`config.mk`:
```
export PLATFORM = sky130hd
export DESIGN_NAME = store_merge_buffer
export DESIGN_NICKNAME = d
export VERILOG_FILES = /design/src/rtl/store_merge_buffer.sv
export SDC_FILE = /design/constraint.sdc
export NUM_CORES = 2
export LEC_CHECK = 0
export ABC_AREA = 1
export BUFFER_PORTS_ARGS = -buffer_cell sky130_fd_sc_hd__clkbuf_2
export CAP_MARGIN = 20
export CORE_MARGIN = 3
export CORE_UTILIZATION = 40
export DETAILED_ROUTE_END_ITERATION = 10
export SLEW_MARGIN = 5
export SYNTH_ARGS = -nofsm -noshare
export SYNTH_HDL_FRONTEND = slang
export SYNTH_SLANG_ARGS = --single-unit
```
`constraint.sdc`:
```
create_clock -name clk -period 7.8 [get_ports clk]
set_input_delay 1.56 -clock clk [delete_from_list [all_inputs] [get_ports clk]]
set_output_delay 1.56 -clock clk [all_outputs]
set_load 0.005 [all_outputs]
```
`src/rtl/store_merge_buffer.sv`:
```
module store_merge_buffer #(
  parameter int ADDR_W = 32,
  parameter int DEPTH  = 8,
  parameter int LANES  = 16
) (
  input  logic                 clk,
  input  logic                 rst_n,
  input  logic                 merge_en,
  input  logic                 st_valid,
  output logic                 st_ready,
  input  logic [ADDR_W-1:0]    st_addr,
  input  logic [8*LANES-1:0]   st_data,
  input  logic [LANES-1:0]     st_be,
  input  logic                 st_coal,
  input  logic                 st_sync,
  input  logic                 drain_req,
  output logic                 drain_done,
  output logic                 mem_valid,
  input  logic                 mem_ready,
  output logic [ADDR_W-1:0]    mem_addr,
  output logic [8*LANES-1:0]   mem_data,
  output logic [LANES-1:0]     mem_be
);
  localparam int DW  = 8 * LANES;
  localparam int OFS = $clog2(LANES);
  localparam int TW  = ADDR_W - OFS;
  localparam int PW  = $clog2(DEPTH);
  localparam int CW  = PW + 1;

  logic [TW-1:0]    tag_q [DEPTH];
  logic [DW-1:0]    dat_q [DEPTH];
  logic [LANES-1:0] msk_q [DEPTH];
  logic [PW-1:0]    head_q, tail_q;
  logic [CW-1:0]    cnt_q;

  logic [TW-1:0] st_tag;
  logic          empty, full, hit, mergeable, push, mrg, pop, sync_go;
  logic [PW-1:0] hit_idx, idx;

  assign st_tag = st_addr[ADDR_W-1:OFS];
  assign empty  = (cnt_q == '0);
  assign full   = (cnt_q == CW'(DEPTH));

  always_comb begin
    hit     = 1'b0;
    hit_idx = '0;
    idx     = '0;
    for (int k = 1; k <= DEPTH; k++) begin
      idx = tail_q - PW'(k);
      if (!hit && CW'(k) <= cnt_q && tag_q[idx] == st_tag) begin
        hit     = 1'b1;
        hit_idx = idx;
      end
    end
  end

  assign mergeable = merge_en && st_coal && !st_sync && hit && (hit_idx != head_q);
  assign st_ready  = !drain_req && (st_sync ? (empty && mem_ready) : (mergeable || !full));
  assign push      = st_valid && st_ready && !st_sync && !mergeable;
  assign mrg       = st_valid && st_ready && mergeable;
  assign pop       = !empty && mem_ready;
  assign sync_go   = st_valid && st_sync && empty && !drain_req;

  assign mem_valid  = !empty || sync_go;
  assign mem_addr   = empty ? {st_tag, {OFS{1'b0}}} : {tag_q[head_q], {OFS{1'b0}}};
  assign mem_data   = empty ? st_data : dat_q[head_q];
  assign mem_be     = empty ? st_be   : msk_q[head_q];
  assign drain_done = drain_req && empty;

  always_ff @(posedge clk or negedge rst_n) begin
    if (!rst_n) begin
      head_q <= '0;
      tail_q <= '0;
      cnt_q  <= '0;
    end else begin
      if (pop)  head_q <= head_q + PW'(1);
      if (push) tail_q <= tail_q + PW'(1);
      cnt_q <= cnt_q + CW'(push) - CW'(pop);
    end
  end

  always_ff @(posedge clk) begin
    if (push) begin
      tag_q[tail_q] <= st_tag;
      dat_q[tail_q] <= st_data;
      msk_q[tail_q] <= st_be;
    end
    if (mrg) begin
      for (int b = 0; b < LANES; b++)
        if (st_be[b]) dat_q[hit_idx][8*b +: 8] <= st_data[8*b +: 8];
      msk_q[hit_idx] <= msk_q[hit_idx] | st_be;
    end
  end
endmodule

```
==> flow_summary.yaml <==
status:
  failed_checks: "max-slew violations"
  outcome: "finished with violations"
cts:
  numCtsBuffers: 153
  cts_sinks: 1386
  clock_path_buffers: 3
  cts_root_buf: "clkbuf_16"
  cts.htree.levels: 4
  cts_tree: "built"
  clk_latency_ns: 0.83
  hold_buffers: 0
  path_clk_slew_ns: 0.06
logic_synthesis:
  synth_edf_count: 1376
  synth.area.top_cells: "edfxtp_1, nand3_1, nand2_1"
  synthDominantCellAreaShare_pct: 58.7
  yosysTopAreaCell: "edfxtp_1"
  synth_most_common_cell: "nand2_1"
  synth_cells: 7463
  ys.warnings.count: 0
  ys_seq_area_share_pct: 59.1
  yosys_most_used_dff: "edfxtp_1"
  syn_area_per_cell_um2: 9.43
  ys_seq_elements: 1386
  ys_types: 55
  ys_top_cells_by_count: "nand2_1, edfxtp_1, nand3_1"
  async_reset_ff_share_pct: 0.722
  syn-cell-area_um2: 70300
sta:
  finalHoldViolCount: 0
  period_share_pct: 94.0
  setup_violations: 0
  period_needed_ns: 7.33
  slew_headroom_pct: -18.8
  hold-worst-slack_ns: 0.623
  drv_slew: 147
  fmax_mhz: 136
  fin_worst_skew_ns: 0.0585
  tightest_slew_ns: 1.78
global_route:
  antenna_found_initial: 34
  grt_pass1_vias: 56500
  met2_usage_pct: 46.0
  grt_pass1_wl_um: 384000
  top_usage_layer: "met2"
  grt.met3_usage_pct: 4.01
  grt_overflow: 0
  grt_max_degree: 266
  track_usage_pct: 28.5
  gr-usage-met1_pct: 37.7
layout:
  area_growth_pct: 14.3
  fin_area_um2: 80400
  layout-drive-gt1-share_pct: 12.2
  multiInputGateArea_um2: 26100
  fill_cells: 16300
  layout.nets: 7959
  register_area_um2: 41600
  utilization_pct: 46.1
place:
  portBuffers: 354
  hpwl_um: 179000
  gp_congestion: 1.06
  place_area_um2: 75600
die:
  start_util_pct: 40.3
  dieHeight_um: 425
  die_x_um: 425
  design.core.area_um2: 174000
  ios: 363
  rows: 153
  dieArea_um2: 181000
power:
  leakage_nw: 29.7
  powerDensity_nw_per_um2: 421
  irDropWorstVdd_mv: 0.378
flow_run:
  cap_violations: 0
worst_setup_path:
  cp-startpoint: "tail_q[0]"
  critPathLaunchType: "flop"
  r2r_start: "tail_q[0]"
  path_max_fanout: 29
  crit_type: "reg2out"
  slowest_delay_ns: 0.62
  cp.arrival_ns: 5.77
  crit_path_frequent_cell: "nand2_1"
  critPathSlowestCell: "dfrtp_4"
  worstPathRequired_ns: 6.24
  end_kind: "output port"
routing:
  vias_per_cell: 5.87
  drc: 0
  post_drt_wl_per_cell_um: 25.8
  initialDrtViolationCount: 6621
  drtAntennaViolNets: 0
  num_vias: 60000
  routed_wirelength_um: 264000
  drt-pass1-iter-count: 9
min_path:
  hp-class: "in2async"
## state kept, by name, summed over array words and instances (netlist names)
signal / cells
tag_q: 224
tail_q: 3
cnt_q: 4
msk_q: 128
head_q: 3
dat_q: 1024
## power by group
group          switching, W  leakage (nW)  internal [W]  total, W
Clock               0.00307          2.27       0.00374   0.00682
Combinational        0.0133          14.9       0.00511    0.0185
Sequential         0.000213          12.5       0.00836   0.00857
## kinds of logic after synthesis
logic type	count (synthesis)	synth area share, %
adders and majority gates	18	0.331
xor gates and xnor gates	51	0.656
AOI/OAI and AO/OA	1384	11.7
DFF	1386	59.1
buffers and inverters	697	4.07
muxes	12	0.171
other	1	0.00533
and+or+nand+nor	3914	23.9
## layout make-up
type | instances | share of cell area, %
antenna | 22 | 0.0685
timing repair buffer | 657 | 5.44
inverter | 176 | 0.878
tap | 2325 | 3.62
clock inverter | 77 | 0.868
clock buffer | 192 | 4.97
sequential | 1386 | 51.7
multi-input combinational | 5383 | 32.4
## placed cells by master (no fill, tap or decap), types with 21 or more instances in the layout
| cell | n |
|---|---|
| inv_1 | 141 |
| clkinv_2 | 24 |
| clkbuf_16 | 154 |
| xor2_1 | 49 |
| clkbuf_2 | 354 |
| diode_2 | 22 |
| o22ai_1 | 49 |
| edfxtp_1 | 1376 |
| nand4_1 | 71 |
| a21oi_1 | 78 |
| o221ai_1 | 287 |
| o21ai_0 | 884 |
| clkinv_1 | 42 |
| nor3_1 | 21 |
| clkbuf_1 | 38 |
| nand3_1 | 1178 |
| nor2_1 | 986 |
| nor4_1 | 23 |
| nand2_1 | 1535 |
| buf_12 | 26 |
| buf_4 | 276 |
| o211ai_1 | 47 |
## worst max-delay path, delay by kind of cell, from the launching register on
kind	cells	cell delay, ns
simple gates	22	2.81
buf+inv	6	1.02
flops	1	0.62
fa+ha+maj	1	0.30
compound gates	1	0.14
## repair_timing
item / 4_1_cts / 5_1_grt
buffers inserted: 0 / 3
endpoints found under the setup margin: 0 / 281
resized for setup: 0 / 7
## worst paths after layout
path                                end  slack, ns  cells past startpoint
max in group asynchronous     head_q[2]       6.93                      1
min in group clk               cnt_q[0]       0.76                      1
setup / recovery               st_ready       0.47                     30
setup reg to reg           dat_q[6][61]       0.62                     36
hold reg to reg                cnt_q[0]       0.76                      1
hold / removal                 cnt_q[3]       0.62                      1
## layer usage
layer / wire (um) / up-vias
li1: - / 27500
met1: 108000 / 29300
met2: 124000 / 2681
met3: 18000 / 546
met4: 13800 / 10
met5: 52 / -
## through the flow
step           power (W)  setup WS (ns)  cells  setup TNS, ns
2_1_floorplan     0.0193           1.59   7466              0
3_3_place_gp      0.0268          0.494   9924              0
3_5_place_dp      0.0269          0.437   9924              0
4_1_cts           0.0337          0.420  10200              0
5_1_grt           0.0357       -0.00810  10200       -0.00810
6_report          0.0338          0.468  10200              0
(Power assumes the default switching activity.)
